**src/rtl/sdc_pkg.sv**
```systemverilog
package sdc_pkg;

    typedef enum logic [1:0] {
        ST_IDLE  = 2'd0,
        ST_ISSUE = 2'd1,
        ST_WAIT  = 2'd2
    } sdc_state_e;

    // command word bit positions
    localparam int CB_INDEX_W = 6;
    localparam int CB_RDDAT   = 6;
    localparam int CB_WRDAT   = 7;
    localparam int CB_LONG    = 9;
    localparam int CB_NORSP   = 10;
    localparam int CB_BUSYW   = 11;
    localparam int CB_FAIL    = 14;
    localparam int CB_START   = 15;
    localparam int CMD_W      = 16;

    // status / configuration bit positions
    localparam int SB_TIMEOUT = 6;
    localparam int SB_IRQ_LO  = 8;
    localparam int SB_BUSYIRQ = 10;
    localparam int STAT_W     = 11;
    localparam int CFG_BUSYEN = 10;
    localparam int CFG_W      = 11;

    // register word addresses
    localparam logic [2:0] RA_CMD  = 3'd0;
    localparam logic [2:0] RA_ARG  = 3'd1;
    localparam logic [2:0] RA_STAT = 3'd2;
    localparam logic [2:0] RA_CFG  = 3'd3;
    localparam logic [2:0] RA_RSP0 = 3'd4;

endpackage

```
**src/rtl/sdc_cmd_fsm.sv**
```systemverilog
module sdc_cmd_fsm
    import sdc_pkg::*;
(
    input  logic       clk,
    input  logic       rst_n,
    input  logic       launch,
    input  logic       rsp_valid,
    output sdc_state_e state,
    output logic       cmd_valid,
    output logic       busy,
    output logic       done
);

    sdc_state_e state_q;
    sdc_state_e state_d;

    always_ff @(posedge clk or negedge rst_n) begin
        if (!rst_n) begin
            state_q <= ST_IDLE;
        end else begin
            state_q <= state_d;
        end
    end

    always_comb begin
        state_d   = state_q;
        cmd_valid = 1'b0;
        busy      = 1'b1;
        done      = 1'b0;
        unique case (state_q)
            ST_IDLE: begin
                busy = 1'b0;
                if (launch) begin
                    state_d = ST_ISSUE;
                end
            end
            ST_ISSUE: begin
                cmd_valid = 1'b1;
                state_d   = ST_WAIT;
            end
            ST_WAIT: begin
                if (rsp_valid) begin
                    done    = 1'b1;
                    state_d = ST_IDLE;
                end
            end
            default: begin
                state_d = ST_IDLE;
            end
        endcase
    end

    assign state = state_q;

endmodule

```
**src/rtl/sdc_rsp_unpack.sv**
```systemverilog
module sdc_rsp_unpack #(
    parameter int WORD_W    = 32,
    parameter int RSP_WORDS = 4,
    parameter int LEN_W     = 5
) (
    input  logic [LEN_W-1:0]                   rsp_len,
    input  logic [WORD_W*RSP_WORDS-1:0]        rsp_data,
    input  logic                               expect_rsp,
    input  logic                               want_long,
    output logic                               fail,
    output logic [RSP_WORDS-1:0][WORD_W-1:0]   words
);

    localparam int RSP_W       = WORD_W * RSP_WORDS;
    localparam int SHORT_BYTES = WORD_W / 8;
    localparam int LONG_BYTES  = RSP_W / 8;

    logic is_short;
    logic is_long;

    assign is_short = (rsp_len == LEN_W'(SHORT_BYTES));
    assign is_long  = (rsp_len == LEN_W'(LONG_BYTES));
    assign fail     = expect_rsp && !(is_long || (is_short && !want_long));

    for (genvar k = 0; k < RSP_WORDS; k++) begin : g_word
        if (k == 0) begin : g_first
            assign words[k] = is_long ? rsp_data[k*WORD_W +: WORD_W]
                                      : rsp_data[RSP_W-1 -: WORD_W];
        end else begin : g_rest
            assign words[k] = is_long ? rsp_data[k*WORD_W +: WORD_W]
                                      : '0;
        end
    end

endmodule

```
**src/rtl/sdc_csr.sv**
```systemverilog
module sdc_csr
    import sdc_pkg::*;
#(
    parameter int WORD_W    = 32,
    parameter int RSP_WORDS = 4,
    parameter int ADDR_W    = 3
) (
    input  logic                             clk,
    input  logic                             rst_n,
    input  logic                             wr_en,
    input  logic [ADDR_W-1:0]                addr,
    input  logic [WORD_W-1:0]                wdata,
    output logic [WORD_W-1:0]                rdata,
    input  logic                             busy,
    input  logic                             done,
    input  logic                             fail,
    input  logic [RSP_WORDS-1:0][WORD_W-1:0] words,
    output logic                             launch,
    output logic [CMD_W-1:0]                 cmd_q,
    output logic [WORD_W-1:0]                arg_q,
    output logic [STAT_W-1:0]                status_q,
    output logic [CFG_W-1:0]                 cfg_q
);

    localparam logic [STAT_W-1:0] W1C_MASK =
        STAT_W'((1 << SB_TIMEOUT) | (1 << SB_BUSYIRQ));

    logic [RSP_WORDS-1:0][WORD_W-1:0] rsp_q;
    logic [STAT_W-1:0]                status_d;
    logic                             wr_cmd;
    logic                             wr_arg;
    logic                             expect_rsp;
    logic                             busy_hit;

    assign wr_cmd     = wr_en && (addr == ADDR_W'(RA_CMD)) && !busy;
    assign wr_arg     = wr_en && (addr == ADDR_W'(RA_ARG)) && !busy;
    assign launch     = wr_cmd && wdata[CB_START];
    assign expect_rsp = !cmd_q[CB_NORSP];
    assign busy_hit   = done && !fail && cmd_q[CB_BUSYW] && cfg_q[CFG_BUSYEN];

    always_comb begin
        status_d = status_q;
        if (wr_en && (addr == ADDR_W'(RA_STAT))) begin
            status_d = status_q & ~(wdata[STAT_W-1:0] & W1C_MASK);
        end
        if (done && fail) begin
            status_d[SB_TIMEOUT] = 1'b1;
        end
        if (busy_hit) begin
            status_d[SB_BUSYIRQ] = 1'b1;
        end
    end

    always_ff @(posedge clk or negedge rst_n) begin
        if (!rst_n) begin
            cmd_q    <= '0;
            arg_q    <= '0;
            status_q <= '0;
            cfg_q    <= '0;
            rsp_q    <= '0;
        end else begin
            status_q <= status_d;
            if (wr_cmd) begin
                cmd_q <= {wdata[CB_START], 1'b0, wdata[CB_FAIL-1:0]};
            end
            if (wr_arg) begin
                arg_q <= wdata;
            end
            if (wr_en && (addr == ADDR_W'(RA_CFG))) begin
                cfg_q <= wdata[CFG_W-1:0];
            end
            if (done) begin
                cmd_q[CB_START] <= 1'b0;
                if (fail) begin
                    cmd_q[CB_FAIL] <= 1'b1;
                end else if (expect_rsp) begin
                    rsp_q <= words;
                end
            end
        end
    end

    always_comb begin
        rdata = '0;
        if (addr >= ADDR_W'(RA_RSP0)) begin
            rdata = rsp_q[addr - ADDR_W'(RA_RSP0)];
        end else begin
            unique case (addr)
                ADDR_W'(RA_CMD):  rdata = WORD_W'(cmd_q);
                ADDR_W'(RA_ARG):  rdata = arg_q;
                ADDR_W'(RA_STAT): rdata = WORD_W'(status_q);
                ADDR_W'(RA_CFG):  rdata = WORD_W'(cfg_q);
                default:          rdata = '0;
            endcase
        end
    end

endmodule

```
**src/rtl/sdcmd_host.sv**
```systemverilog
module sdcmd_host
    import sdc_pkg::*;
#(
    parameter int WORD_W    = 32,
    parameter int RSP_WORDS = 4,
    parameter int ADDR_W    = 3,
    parameter int LEN_W     = 5
) (
    input  logic                        clk,
    input  logic                        rst_n,
    input  logic                        reg_wr,
    input  logic [ADDR_W-1:0]           reg_addr,
    input  logic [WORD_W-1:0]           reg_wdata,
    output logic [WORD_W-1:0]           reg_rdata,
    output logic                        irq,
    output logic                        card_cmd_valid,
    output logic [CB_INDEX_W-1:0]       card_cmd_index,
    output logic [WORD_W-1:0]           card_cmd_arg,
    output logic                        card_cmd_rd,
    output logic                        card_cmd_wr,
    input  logic                        card_rsp_valid,
    input  logic [LEN_W-1:0]            card_rsp_len,
    input  logic [WORD_W*RSP_WORDS-1:0] card_rsp_data
);

    sdc_state_e                       state;
    logic                             launch;
    logic                             busy;
    logic                             done;
    logic                             fail;
    logic [RSP_WORDS-1:0][WORD_W-1:0] words;
    logic [CMD_W-1:0]                 cmd_q;
    logic [WORD_W-1:0]                arg_q;
    logic [STAT_W-1:0]                status_q;
    logic [CFG_W-1:0]                 cfg_q;

    sdc_cmd_fsm i_fsm (
        .clk       (clk),
        .rst_n     (rst_n),
        .launch    (launch),
        .rsp_valid (card_rsp_valid),
        .state     (state),
        .cmd_valid (card_cmd_valid),
        .busy      (busy),
        .done      (done)
    );

    sdc_rsp_unpack #(
        .WORD_W    (WORD_W),
        .RSP_WORDS (RSP_WORDS),
        .LEN_W     (LEN_W)
    ) i_unpack (
        .rsp_len    (card_rsp_len),
        .rsp_data   (card_rsp_data),
        .expect_rsp (!cmd_q[CB_NORSP]),
        .want_long  (cmd_q[CB_LONG]),
        .fail       (fail),
        .words      (words)
    );

    sdc_csr #(
        .WORD_W    (WORD_W),
        .RSP_WORDS (RSP_WORDS),
        .ADDR_W    (ADDR_W)
    ) i_csr (
        .clk      (clk),
        .rst_n    (rst_n),
        .wr_en    (reg_wr),
        .addr     (reg_addr),
        .wdata    (reg_wdata),
        .rdata    (reg_rdata),
        .busy     (busy),
        .done     (done),
        .fail     (fail),
        .words    (words),
        .launch   (launch),
        .cmd_q    (cmd_q),
        .arg_q    (arg_q),
        .status_q (status_q),
        .cfg_q    (cfg_q)
    );

    assign card_cmd_index = cmd_q[CB_INDEX_W-1:0];
    assign card_cmd_arg   = arg_q;
    assign card_cmd_rd    = cmd_q[CB_RDDAT];
    assign card_cmd_wr    = cmd_q[CB_WRDAT];
    assign irq            = |status_q[SB_BUSYIRQ:SB_IRQ_LO];

endmodule

```
**config.mk**
```make
export PLATFORM = sky130hd
export DESIGN_NAME = sdcmd_host
export DESIGN_NICKNAME = d
export VERILOG_FILES = /design/src/rtl/sdc_pkg.sv /design/src/rtl/sdc_cmd_fsm.sv /design/src/rtl/sdc_rsp_unpack.sv /design/src/rtl/sdc_csr.sv /design/src/rtl/sdcmd_host.sv
export SDC_FILE = /design/constraint.sdc
export NUM_CORES = 1
export LEC_CHECK = 0
export ABC_CLOCK_PERIOD_IN_PS = 2000
export BUFFER_PORTS_ARGS = -buffer_cell sky130_fd_sc_hd__buf_4
export CAP_MARGIN = 0
export CELL_PAD_IN_SITES_DETAIL_PLACEMENT = 2
export CELL_PAD_IN_SITES_GLOBAL_PLACEMENT = 2
export CORE_ASPECT_RATIO = 0.75
export CORE_MARGIN = 4
export CORE_UTILIZATION = 36
export CTS_CLUSTER_SIZE = 10
export DETAILED_ROUTE_END_ITERATION = 8
export PLACE_DENSITY = 0.87
export SLEW_MARGIN = 20
export SYNTH_ARGS = -nofsm -noshare
export SYNTH_HDL_FRONTEND = slang
export SYNTH_HIERARCHICAL = 1
export SYNTH_SLANG_ARGS = --single-unit
export TNS_END_PERCENT = 1
```
**constraint.sdc**
```tcl
create_clock -name clk -period 2 [get_ports clk]
set_input_delay 0.2 -clock clk [delete_from_list [all_inputs] [get_ports clk]]
set_output_delay 0.2 -clock clk [all_outputs]
set_load 0.005 [all_outputs]
```
# After elaboration in Yosys (flattened, before gate mapping)
# Index checks and enable logic that the tools add are counted.
# classes
addsub	1
order_cmp	2
n_eq_ne	9
muxes	20
bitwise_logic	4
n_reduce_logical	26
# ops
operator	count
32-bit 2-to-1 mux	6
32-bit one-hot mux with 4 select lines	1
32-bit binary-select mux with 2-bit select	1
16-bit 2-to-1 mux	1
1-bit logical AND	13
11-bit AND	1
11-bit 2-to-1 mux	1
11-bit NOT	1
3-bit by 2-bit equality test with 1-bit output, second input constant	2
1-bit 2-to-1 mux	6
2-bit 2-to-1 mux	3
2-bit one-hot mux with 3 select lines	1
2-bit nonzero test	3
5-bit by 3-bit equality test with 1-bit output, second input constant	1
5-bit equality test, second input constant	1
1-bit logical NOT	4
3-bit by 1-bit equality test with 1-bit output, second input constant	1
3-bit greater-or-equal comparator, second input constant	1
3-bit logical NOT	1
3-bit < comparator, second input constant	1
3-bit AND reduction	1
3-bit OR reduction	1
3-bit subtractor, second input constant	1
2-bit by 1-bit equality test with 1-bit output, second input constant	1
other kinds (7)	8
# word_totals
regBits	200
input_bits	172
out_inout_bits	74

# Longest topological paths before layout
# logic_depth
depth_word	10
depth_mapped	8
depth_no_buf	6

# By module
# Netlist, hierarchy kept.
# modules_own_cells
mod	instances	cells_each	area_per_inst_um2	seq_area_each_um2
sdc_csr	1	625	9048.7	4729.5
sdc_rsp_unpack	1	148	1109.8	0.0
sdc_cmd_fsm	1	9	92.6	50.0
sdcmd_host	1	2	10.0	0.0

# Least setup slack after synthesis
# OpenSTA, ideal clock, no wires.
# synth_path
kind	register -> register
start	register i_csr.cmd_q[9]
end	register i_csr/rsp_q[11] (netlist bit)
setup_time_ps	125
t_arrival_ps	1569
path_slack_ps	306
stages_incl_launch_ff	8
path_buffers	2
cell_sequence	dfrtp_1 > o21ai_0 > a21boi_0 > nor2b_2 > nor2b_4 > buf_4 > buf_6 > mux2_2
# synth_between
elab_chain_cells	7
# synth_lines
item	line	text
from (decl)	sdc_csr.sv:19	output logic [CMD_W-1:0] cmd_q,
from (signal assigned)	sdc_csr.sv:64	cmd_q <= {wdata[CB_START], 1'b0, wdata[CB_FAIL-1:0]};
1-bit logical NOT	sdc_rsp_unpack.sv:23	assign fail = expect_rsp && !(is_long || (is_short && !want_long));
1-bit logical AND	sdc_rsp_unpack.sv:23	
1-bit logical OR	sdc_rsp_unpack.sv:23	
1-bit logical NOT	sdc_rsp_unpack.sv:23	
1-bit logical AND	sdc_rsp_unpack.sv:23	
named net fail	sdcmd_host.sv:30	logic fail;
1-bit NOT (no source line)	n/a	
3-bit AND reduction (no source line)	n/a	
to (signal assigned)	sdc_csr.sv:77	rsp_q <= words;
to (decl)	sdc_csr.sv:28	logic [RSP_WORDS-1:0][WORD_W-1:0] rsp_q;
# The timed path passes the listed nets, and every way through them passes these cells.
# A chain may end at the register's enable or synchronous reset.

# Worst setup path in the final report
# layout_path
start	register i_csr/rsp_q[74] (netlist bit)
end	output reg_rdata[10]
# layout_between
elab_chain_cells	3
# layout_lines
item	line	text
32-bit binary-select mux with 2-bit select	sdc_csr.sv:86	rdata = rsp_q[addr - ADDR_W'(RA_RSP0)];
32-bit 2-to-1 mux (not written as such)	sdc_csr.sv:86	
32-bit 2-to-1 mux	sdc_csr.sv:85	if (addr >= ADDR_W'(RA_RSP0)) begin
to (decl)	sdcmd_host.sv:14	output logic [WORD_W-1:0] reg_rdata,
# No other way between the ends. The select of a mux whose other input is x is not followed.

==> results.yml <==
critical_path:
  start_kind: "register"
  r2r_setup_slack_ps: 80
  rr_worst_depth: 6
  critPathMaxStageDelay_ps: 480
  cp.depth: 3
  cp_cell_sequence: "mux4_2, mux2_2, buf_4"
  required_ps: 1800
  critPathCaptureType: "output port"
  path_buf_inv: 1
  cp_data_arrival_time_ps: 1760
  crit_slowest_cell: "mux4_2"
  criticalPathCategory: "reg2out"
  crit_family: "multiplexers"
  crit_fanout: 2
layout:
  utilization_pct: 48.3
  multiInputGateArea_um2: 4940
  layout.nets: 1224
  design_area_um2: 13500
  drive_gt1_share_pct: 53.8
  seq_area_um2: 4780
  fill_cells: 2751
  syn_to_final_growth_pct: 32.3
timing:
  fin_skew_ps: 22.1
  holdWs_ps: 24.0
  grt_setup_unrepaired: "true"
  layout_min_cycle_time_ps: 1960
  fin_crit_sh_pct: 97.8
  fmax_mhz: 511
  worstMarginPinSlew_ps: 503
  finalHoldViolations: 0
  finalSetupTns_ps: 0
  worst_slack_ps: 43.7
  setup_viol: 0
  slew_violations: 0
  slew_headroom_pct: 66.4
die:
  initial_utilization_pct: 36.5
  dieWidth_um: 202
  rows: 53
  die-area_um2: 31100
  ios: 246
  die_h_um: 154
  coreArea_um2: 28000
logic_synthesis:
  yosys_warnings: 6
  netlist_area_um2: 10200
  synthCells: 777
  syn_avg_cell_area_um2: 13.1
clock_tree:
  clock-sinks: 191
  clk_pin_slew_worst_paths_ps: 70
  h-tree-depth: 4
  cts-root-buf: "clkbuf_16"
  cts_tree: "done"
  numCtsBuffers: 17
  insertion_delay_ps: 450
  clock_path_buffers: 2
placement:
  dpl_cell_area_um2: 12500
  dpl.hpwl_um: 23800
  preCtsSetupSlack_ps: -63.8
  port_buffers: 245
  gp_congestion: 0.757
outcome:
  status: "finished, final reports clean"
worst_hold_path:
  hold_depth: 2
  hold_path_class: "in2reg"
route:
  wire_per_inst_um: 23.7
  firstDrtPassIters: 5
  wirelength_um: 34400
  antenna_left: 0
  first_iter_violations: 295
  vias: 7348
  viasPerCell: 5.06
  drc_errors: 0
pwr:
  p_comb_share_pct: 19.5
  ir_drop_mv: 0.574
  switching_power_mw: 2.77
  power.density_nw_per_um2: 770
  power_leakage_nw: 6.59
  p_int_mw: 7.62
  clockPowerShare_pct: 35.9
  power_frac_seq_pct: 44.6
  switching_share_pct: 26.7
grt:
  grt_use_total_pct: 21.9
  gr-total-overflow: 0
  grt_first_pass_wirelength_um: 53000
  grt_pass1_vias: 8539
  antenna_found_initial: 0
  grt_max_degree: 52
flow_run:
  drv_cap: 0
[routing by layer]
layer	track usage [%]	share of wire [%]	vias to the layer above
met1	28.3	44	3848
met4	4.46	1.1	0
met5	0	0	-
met3	4.34	3.5	23
li1	-	-	3309
met2	38.5	52	168
[path summary, 6_finish.rpt]
path | end | startpoint
worst max-delay path | reg_rdata[10] | i_csr/rsp_q[74]
worst min-delay path | i_csr/arg_q[8] | reg_wdata[8]
worst max register to register | i_csr/rsp_q[28] | i_fsm/state[0]
worst min register to register | i_csr/rsp_q[63] | i_csr/rsp_q[63]
max in group asynchronous | i_csr/rsp_q[93] | rst_n
min in group asynchronous | i_csr/rsp_q[82] | rst_n
[per-stage QoR]
| stage | power, mW | instances |
|---|---|---|
| 6_report | 10.4 | 1451 |
| 2_1_floorplan | 5.51 | 778 |
| 5_1_grt | 10.9 | 1450 |
| 4_1_cts | 10.5 | 1447 |
| 3_5_place_dp | 6.65 | 1387 |
| 3_3_place_gp | 6.50 | 1387 |
[flip-flops by register name (all words and copies together), names as in the netlist]
register        count
i_csr/rsp_q       128
i_csr/status_q      2
i_fsm/state         2
i_csr/cmd_q        16
i_csr/arg_q        32
i_csr/cfg_q        11
[final cells by class]
type	count	area share, %
Timing Repair Buffer	316	19.8
Multi-Input combinational cell	524	36.6
Clock inverter	12	1.35
Antenna cell	1	0.0185
Tap cell	385	3.57
Sequential cell	191	35.4
Inverter	2	0.0556
Clock buffer	20	3.23
[cell usage in the layout, fill, tap and decap left out, drive strengths merged, types with 3 or more instances in the layout]
cell type and instances:
nor2b 5, mux2 256, buf 286, dfrtp 191, or2 3, clkinvlp 3
and2 97, clkbuf 21, a221oi 16, nand3 9, bufinv 4, inv 5
dlygate4sd3 29, mux4 4, mux2i 37, o21a 9, o21ai 10, a22oi 9
nand2b 3, a21oi 16, o221ai 5, nand2 26
[power groups by stage]
stage          Sequential (mW)  Combinational (mW)  Clock [mW]
2_1_floorplan             4.58               0.924           0
3_3_place_gp              4.65                1.85           0
3_5_place_dp              4.69                1.96           0
4_1_cts                   4.63                2.03        3.83
5_1_grt                   4.69                2.19        4.01
6_report                  4.64                2.02        3.73
[repair_timing]
item                                    in CTS  in global routing
gates cloned                                 0                  0
hold buffers                                28                  1
gates resized for setup                      2                  8
setup buffers                                0                  2
endpoints found under the setup margin      94                123
endpoints found under the hold margin       79                  2
Power figures use the tool's default switching activity.
